[config.mk]
export PLATFORM = sky130hd
export DESIGN_NAME = relcmp_unit
export DESIGN_NICKNAME = d
export VERILOG_FILES = /design/src/rtl/relcmp_pkg.sv /design/src/rtl/tok_queue.sv /design/src/rtl/rel_eval.sv /design/src/rtl/relcmp_unit.sv
export SDC_FILE = /design/constraint.sdc
export NUM_CORES = 1
export LEC_CHECK = 0
export ABC_AREA = 1
export CAP_MARGIN = 20
export CORE_UTILIZATION = 45
export DETAILED_ROUTE_END_ITERATION = 16
export PLACE_DENSITY = 0.67
export SYNTH_ARGS = -nofsm -noshare
export SYNTH_HDL_FRONTEND = slang
export SYNTH_SLANG_ARGS = --single-unit
[constraint.sdc]
create_clock -name clk -period 3.45 [get_ports clk]
set_clock_uncertainty 0.05 [all_clocks]
set_input_delay 0.69 -clock clk [delete_from_list [all_inputs] [get_ports clk]]
set_output_delay 0.69 -clock clk [all_outputs]
set_load 0.02 [all_outputs]
[src/rtl/relcmp_pkg.sv]
// Package: shared widths and the relation encoding for the compare unit.
// Assumes the command word carries the relation in its low three bits.
package relcmp_pkg;
    localparam int DATA_W   = 32;
    localparam int CMD_W    = 4;
    localparam int UNS_BIT  = 3;
    localparam int Q_DEPTH  = 2;

    typedef enum logic [2:0] {
        REL_EQ = 3'd0,
        REL_NE = 3'd1,
        REL_GT = 3'd2,
        REL_GE = 3'd3,
        REL_LT = 3'd4,
        REL_LE = 3'd5
    } rel_e;
endpackage

[src/rtl/tok_queue.sv]
// Module: small valid/ready token queue (circular buffer).
// Assumes DEPTH >= 1; in_ready depends only on occupancy, so an input never
// waits combinationally on the consumer.
module tok_queue #(
    parameter int W     = 8,
    parameter int DEPTH = 2
) (
    input  logic         clk,
    input  logic         rst_n,
    input  logic         in_valid,
    output logic         in_ready,
    input  logic [W-1:0] in_data,
    output logic         out_valid,
    input  logic         out_ready,
    output logic [W-1:0] out_data
);
    localparam int AW = (DEPTH > 1) ? $clog2(DEPTH) : 1;
    localparam int CW = $clog2(DEPTH + 1);

    logic [W-1:0]  slot [DEPTH];
    logic [AW-1:0] wr_ptr, rd_ptr;
    logic [CW-1:0] fill;
    logic          push, pop;

    function automatic logic [AW-1:0] bump(input logic [AW-1:0] p);
        return (p == AW'(DEPTH - 1)) ? '0 : p + AW'(1);
    endfunction

    // Handshake decode from occupancy.
    always_comb begin
        in_ready  = (fill != CW'(DEPTH));
        out_valid = (fill != '0);
        out_data  = slot[rd_ptr];
        push      = in_valid && in_ready;
        pop       = out_valid && out_ready;
    end

    // Storage write; contents need no reset since fill guards them.
    always_ff @(posedge clk) begin
        if (push) slot[wr_ptr] <= in_data;
    end

    // Pointer and occupancy bookkeeping.
    always_ff @(posedge clk) begin
        if (!rst_n) begin
            wr_ptr <= '0;
            rd_ptr <= '0;
            fill   <= '0;
        end else begin
            if (push) wr_ptr <= bump(wr_ptr);
            if (pop)  rd_ptr <= bump(rd_ptr);
            case ({push, pop})
                2'b10:   fill <= fill + CW'(1);
                2'b01:   fill <= fill - CW'(1);
                default: fill <= fill;
            endcase
        end
    end

    // occupancy never exceeds the configured depth.
    a_r8_fill_bound: assert property (@(posedge clk) disable iff (!rst_n)
        fill <= CW'(DEPTH));

    // an offered head that is not taken is held unchanged.
    a_r9_head_hold: assert property (@(posedge clk) disable iff (!rst_n)
        (out_valid && !out_ready) |=> (out_valid && $stable(out_data)));
endmodule

[src/rtl/rel_eval.sv]
// Module: combinational relation evaluator, lhs REL rhs.
// Assumes two's-complement operands unless the unsigned flag is set;
// relation codes outside the defined six return false.
module rel_eval
    import relcmp_pkg::*;
#(
    parameter int DW = DATA_W,
    parameter int CW = CMD_W
) (
    input  logic [DW-1:0] lhs,
    input  logic [DW-1:0] rhs,
    input  logic [CW-1:0] code,
    output logic          verdict
);
    logic is_eq, is_lt;

    // Equality and ordering in the selected interpretation.
    always_comb begin
        is_eq = (lhs == rhs);
        if (code[UNS_BIT]) is_lt = (lhs < rhs);
        else               is_lt = ($signed(lhs) < $signed(rhs));
    end

    // Relation select; unknown codes give false.
    always_comb begin
        case (code[2:0])
            3'(REL_EQ): verdict = is_eq;
            3'(REL_NE): verdict = !is_eq;
            3'(REL_GT): verdict = !is_lt && !is_eq;
            3'(REL_GE): verdict = !is_lt;
            3'(REL_LT): verdict = is_lt;
            3'(REL_LE): verdict = is_lt || is_eq;
            default:    verdict = 1'b0;
        endcase
    end
endmodule

[src/rtl/relcmp_unit.sv]
// Module: token-fired compare unit. Fires when lhs, rhs and command heads
// are all present and the result queue has room; consumes one of each.
// Assumes consumers follow valid/ready: data is taken when both are high.
module relcmp_unit
    import relcmp_pkg::*;
#(
    parameter int DW    = DATA_W,
    parameter int CW    = CMD_W,
    parameter int DEPTH = Q_DEPTH
) (
    input  logic          clk,
    input  logic          rst_n,
    input  logic          lhs_valid,
    output logic          lhs_ready,
    input  logic [DW-1:0] lhs_data,
    input  logic          rhs_valid,
    output logic          rhs_ready,
    input  logic [DW-1:0] rhs_data,
    input  logic          cmd_valid,
    output logic          cmd_ready,
    input  logic [CW-1:0] cmd_code,
    output logic          res_valid,
    input  logic          res_ready,
    output logic          res_bit
);
    logic          l_v, r_v, c_v, o_room, fire, verdict;
    logic [DW-1:0] l_head, r_head;
    logic [CW-1:0] c_head;

    tok_queue #(.W(DW), .DEPTH(DEPTH)) i_lhs_q (
        .clk(clk), .rst_n(rst_n),
        .in_valid(lhs_valid), .in_ready(lhs_ready), .in_data(lhs_data),
        .out_valid(l_v), .out_ready(fire), .out_data(l_head));

    tok_queue #(.W(DW), .DEPTH(DEPTH)) i_rhs_q (
        .clk(clk), .rst_n(rst_n),
        .in_valid(rhs_valid), .in_ready(rhs_ready), .in_data(rhs_data),
        .out_valid(r_v), .out_ready(fire), .out_data(r_head));

    tok_queue #(.W(CW), .DEPTH(DEPTH)) i_cmd_q (
        .clk(clk), .rst_n(rst_n),
        .in_valid(cmd_valid), .in_ready(cmd_ready), .in_data(cmd_code),
        .out_valid(c_v), .out_ready(fire), .out_data(c_head));

    rel_eval #(.DW(DW), .CW(CW)) i_eval (
        .lhs(l_head), .rhs(r_head), .code(c_head), .verdict(verdict));

    // Firing rule: every input head present and result space available.
    always_comb fire = l_v && r_v && c_v && o_room;

    tok_queue #(.W(1), .DEPTH(DEPTH)) i_res_q (
        .clk(clk), .rst_n(rst_n),
        .in_valid(fire), .in_ready(o_room), .in_data(verdict),
        .out_valid(res_valid), .out_ready(res_ready), .out_data(res_bit));

    // an undefined relation that fires never yields true.
    a_r6_undef_false: assert property (@(posedge clk) disable iff (!rst_n)
        (fire && (c_head[2:1] == 2'b11)) |-> !verdict);

    // result port holds while stalled by the consumer.
    a_r9_res_hold: assert property (@(posedge clk) disable iff (!rst_n)
        (res_valid && !res_ready) |=> (res_valid && $stable(res_bit)));
endmodule

; After elaboration in Yosys (flattened, before gate mapping)
; Memory sizes are Yosys's and may differ from the RTL's. A register that Yosys moved wholly into a read port is not among the register bits.
; Index checks and enable logic that the tools add are counted.
[word_totals]
memories = 4
wordCells = 106
ram_bits = 138
ff_bits = 16
[mem_list]
columns = memory, depth, word_bits, read_ports, rd_ports_with_merged_regs, write_ports, line
row1 = i_lhs_q.slot, 2, 32, 1, 1, 1, tok_queue.sv:20  ; logic [W-1:0] slot [DEPTH];
row2 = i_rhs_q.slot, 2, 32, 1, 1, 1, tok_queue.sv:20
row3 = i_cmd_q.slot, 2, 4, 1, 1, 1, tok_queue.sv:20
row4 = i_res_q.slot, 2, 1, 1, 1, 1, tok_queue.sv:20
[op_classes]
muxes = 30
n_eq_ne = 18
reduce_logical = 24
n_lt_le_gt_ge = 2
add_sub_neg = 16
[ops]
columns = op, count
row1 = $lt 32x32->1, 2
row2 = $eq 32x32->1, 1
row3 = $mux 1, 25
row4 = $pmux 2 s2, 4
row5 = $reduce_bool 2->1, 8
row6 = $logic_and 1x1->1, 12
row7 = $add 1x1->1 const B, 8
row8 = $add 2x1->2 const B, 4
row9 = $eq 2x1->1 const B, 4
row10 = $eq 2x2->1 const B, 4
row11 = $ne 2x2->1 const B, 4
row12 = $sub 2x1->2 const B, 4
row13 = $eq 3x2->1 const B, 2
row14 = $eq 3x3->1 const B, 2
row15 = $pmux 1 s6, 1
row16 = $eq 3x1->1 const B, 1
row17 = $logic_not 3->1, 1
row18 = $logic_not 1->1, 2
row19 = $logic_or 1x1->1, 1

; Depth between registers and ports, before layout
[depth]
depth_word = 7
mapped_depth = 21

; By module
; From an unflattened synthesis, not the netlist that was laid out.
[hier_totals]
cells_unflattened = 531
hier_area_um2 = 7344.5
[by_module_without_submodules]
columns = mod, n_inst, cells_per_inst, seq_area_each_um2, area_per_inst_um2
row1 = tok_queue (i_lhs_q ...), 2, 136, 2021.9, 2708.8
row2 = rel_eval, 1, 169, 0.0, 1039.7
row3 = tok_queue (i_cmd_q), 1, 48, 340.3, 538.0
row4 = tok_queue (i_res_q), 1, 39, 160.2, 337.8
row5 = relcmp_unit, 1, 3, 0.0, 11.3

; Worst setup path after synthesis
; No wires, ideal clock.
[synth_path]
path_kind = input to register
from = input lhs_valid
to = memory i_lhs_q.slot[1][0] (netlist bit), enable pin
path_stages = 2
slack_ps = 809
path_buffers = 0
t_arrival_ps = 2168
setup_time_ps = 423
cell_sequence = nand2_1 nor2_1
[synth_via]
elab_chain_len = 3
[synth_lines]
columns = element, line
row1 = start: declaration, relcmp_unit.sv:13  ; input logic lhs_valid,
row2 = $logic_and 1x1->1, tok_queue.sv:34  ; push = in_valid && in_ready;
row3 = $mux 1, tok_queue.sv:40  ; if (push) slot[wr_ptr] <= in_data;
row4 = $mux 1 (not written as such), tok_queue.sv:40
row5 = end: declaration, tok_queue.sv:20
; Every way passes these cells.

==> results.toml <==
[clock_network]
clock_sinks = 158
cts_hold_buffers = 0
cts_setup_buffers = 0
htreeDepth = 4
cts_resized = 0
insertion_delay_ns = 0.42
cts_tree = "yes"
clk_pin_slew_ns = 0.06
clockBufferDepth = 2
cts-root-buf = "clkbuf_16"
numCtsBuffers = 17

[die]
rows = 44
initial_core_util_pct = 45.9
die_w_microns = 124
io_pins = 79
design.core.area_sq_mm = 0.0145
die_area_sq_mm = 0.0153
die_y_microns = 124

[power]
p_total_mw = 4.75
vdd_ir_drop_max_mv = 0.327
power_density_mw_per_mm2 = 576
p_leak_nw = 2.98

[sta]
fin_crit_ns = 2.82
timing.hold.ws_ns = 0.422
fmax_mhz = 354
rsz0062_at_grt = "false"
slew_viol_final = 0
post-route-period-util_pct = 81.8
tightest_slew_ns = 0.543
max_slew_margin_pct = 63.8
setup_viol = 0
hold_viol = 0
finalSetupTns_ns = 0

[synthesis]
syn_area_per_cell_sq_um = 14.1
ys_warn_count = 0
yosysUniqueCellTypes = 29
syn-cell-area_sq_mm = 0.00665
syn_inst = 473
ys_seq_area_share_pct = 68.4
synth.net_count = 583
synth_seq_cells = 158

[placed_design]
post-dp-hpwl_mm = 8.25
gp_congestion = 0.768
numPortBuffers = 78
placed_area_sq_mm = 0.00771

[hold_path]
hp-start = "i_res_q.rd_ptr"
min_path_type = "reg -> reg"
min_path_cells = 1

[setup_path]
crit_fanout = 32
cp-start-kind = "register"
criticalPathCategory = "reg -> reg"
cp.required_ns = 3.57
arrival_ns = 2.94
endpoint_kind = "register"
reg2regPathDepth = 15

[cells_and_area]
finish.utilization_pct = 56.9
area_growth_pct = 24.0
final_cell_area_sq_mm = 0.00824
layout.nets = 677
layout-drive-gt1-share_pct = 14.7
antenna-diode-count = 0

[grt]
antenna_found_initial = 0
overflow = 0
grt_use_total_pct = 17.7
grt_pass1_vias = 4020
grt_pass1_wl_mm = 19.5
grt_max_degree = 34

[drt]
vias = 3852
routed_wl_mm = 12.1
wl_met3_microns = 420
drc = 0
firstDrtPassIters = 4
via_per_inst = 5.05
initialDrtViolationCount = 187
wl_met1_mm = 5.25
wl_met2_mm = 6.23
wire_per_inst_microns = 15.9
top_layer = "met4"
ant_nets = 0

[run_status]
status = "completed"

[run]
cap_viol_max_count = 0
## cell usage in the layout (no fill, tap or decap), types with 2 or more instances in the layout
cell and n:
clkdlybuf4s50_1 78, mux2i_1 32, mux2_2 33, inv_1 26, buf_4 6, ha_1 36
nand3_1 6, dfxtp_1 19, nor3_1 9, nand4_1 2, nand2_2 2, nor2_2 5
o21ai_0 12, inv_2 4, clkinv_1 5, clkbuf_16 17, clkinv_2 5, nand2_1 62
a21oi_1 32, and3_1 3, edfxtp_1 138, nor2_1 26, clkbuf_1 3, bufinv_16 2
nor2_4 4, o21ai_1 3
## final timing paths
path	end	slack, ns
worst min register to register	register	0.42
worst min-delay path	register	0.42
worst max-delay path	i_res_q.slot[0]	0.63
worst max register to register	i_res_q.slot[0]	0.63
## where the power goes
| part | switching (mW) | total [mW] | internal, mW |
|---|---|---|---|
| logic | 0.397 | 0.718 | 0.321 |
| registers | 0.0548 | 2.31 | 2.26 |
| clock network | 0.675 | 1.72 | 1.04 |
## kinds of logic after synthesis
group	count (synthesis)	share of synthesized area, %
adder cells (fa/ha/maj)	36	6.78
AO/OA/AOI/OAI	52	4.14
flip-flops	158	68.4
multiplexers	66	10.6
buffers and inverters	41	2.48
AND/OR/NAND/NOR	120	7.60
## sequential cells by signal, indices dropped and copies added (netlist names), named ones only
signal and flops:
i_cmd_q.fill 2, i_cmd_q.rd_ptr 1, i_cmd_q.slot 8, i_cmd_q.wr_ptr 1, i_lhs_q.fill 2, i_lhs_q.rd_ptr 1
i_lhs_q.slot 64, i_lhs_q.wr_ptr 1, i_res_q.fill 2, i_res_q.rd_ptr 1, i_res_q.slot 2, i_res_q.wr_ptr 1
i_rhs_q.fill 2, i_rhs_q.rd_ptr 1, i_rhs_q.slot 64, i_rhs_q.wr_ptr 1
## cells in the mapped netlist
master	number	area (sq um)
inv_1	26	97.6
and3_1	3	18.8
a21o_1	1	7.51
nor2_2	5	31.3
a21oi_1	32	160
o21a_2	1	8.76
o21ai_1	3	15.0
o22ai_1	1	6.26
nand2_2	2	12.5
ha_1	36	450
buf_4	1	7.51
nand4_1	2	12.5
mux2_4	1	15.0
clkinv_1	1	3.75
nand3_1	6	30.0
buf_2	6	30.0
mux2_2	33	372
inv_2	4	15.0
nor3_1	9	45.0
clkbuf_1	3	11.3
nand2_1	62	233
edfxtp_1	138	4140
o21ai_0	12	60.1
dfxtp_1	20	400
o21ai_2	1	8.76
mux2i_1	32	320
nor3_2	1	10.0
nor2_1	30	113
a21oi_2	1	8.76
## routing by layer
layer | track usage (%) | vias up
li1 | - | 1913
met1 | 20.9 | 1848
met2 | 30.1 | 69
met3 | 4.15 | 22
met4 | 9.19 | 0
met5 | 0 | -
## worst max-delay path: stages (launching register included)
cell and delay, ns:
dfxtp_1 0.30, buf_4 0.40, mux2_2 0.40, ha_1 0.31, a21oi_1 0.16, nor2_1 0.06, nor2_2 0.07, nand3_1 0.12
a21oi_2 0.19, nand2_1 0.07, nand2_1 0.07, nand2_2 0.07, nand2_1 0.07, nand2_1 0.05, nor2_1 0.09, nand2_1 0.07
## cell type report
class | instances | area [sq um]
well taps | 184 | 230
flip-flops and latches | 158 | 4550
clock buffers | 20 | 437
repair buffers | 85 | 846
multi-input cells | 274 | 1970
fillers | 1192 | 6240
clock inverters | 11 | 100
inverters | 31 | 116
## metrics by stage
stage               setup WS, ns  instances
floorplan                  0.809        473
global placement           0.686        732
detailed placement         0.593        732
CTS                        0.590        763
global route               0.397        763
finish                     0.628        763
No activity file was read; power rests on OpenSTA's default activity.
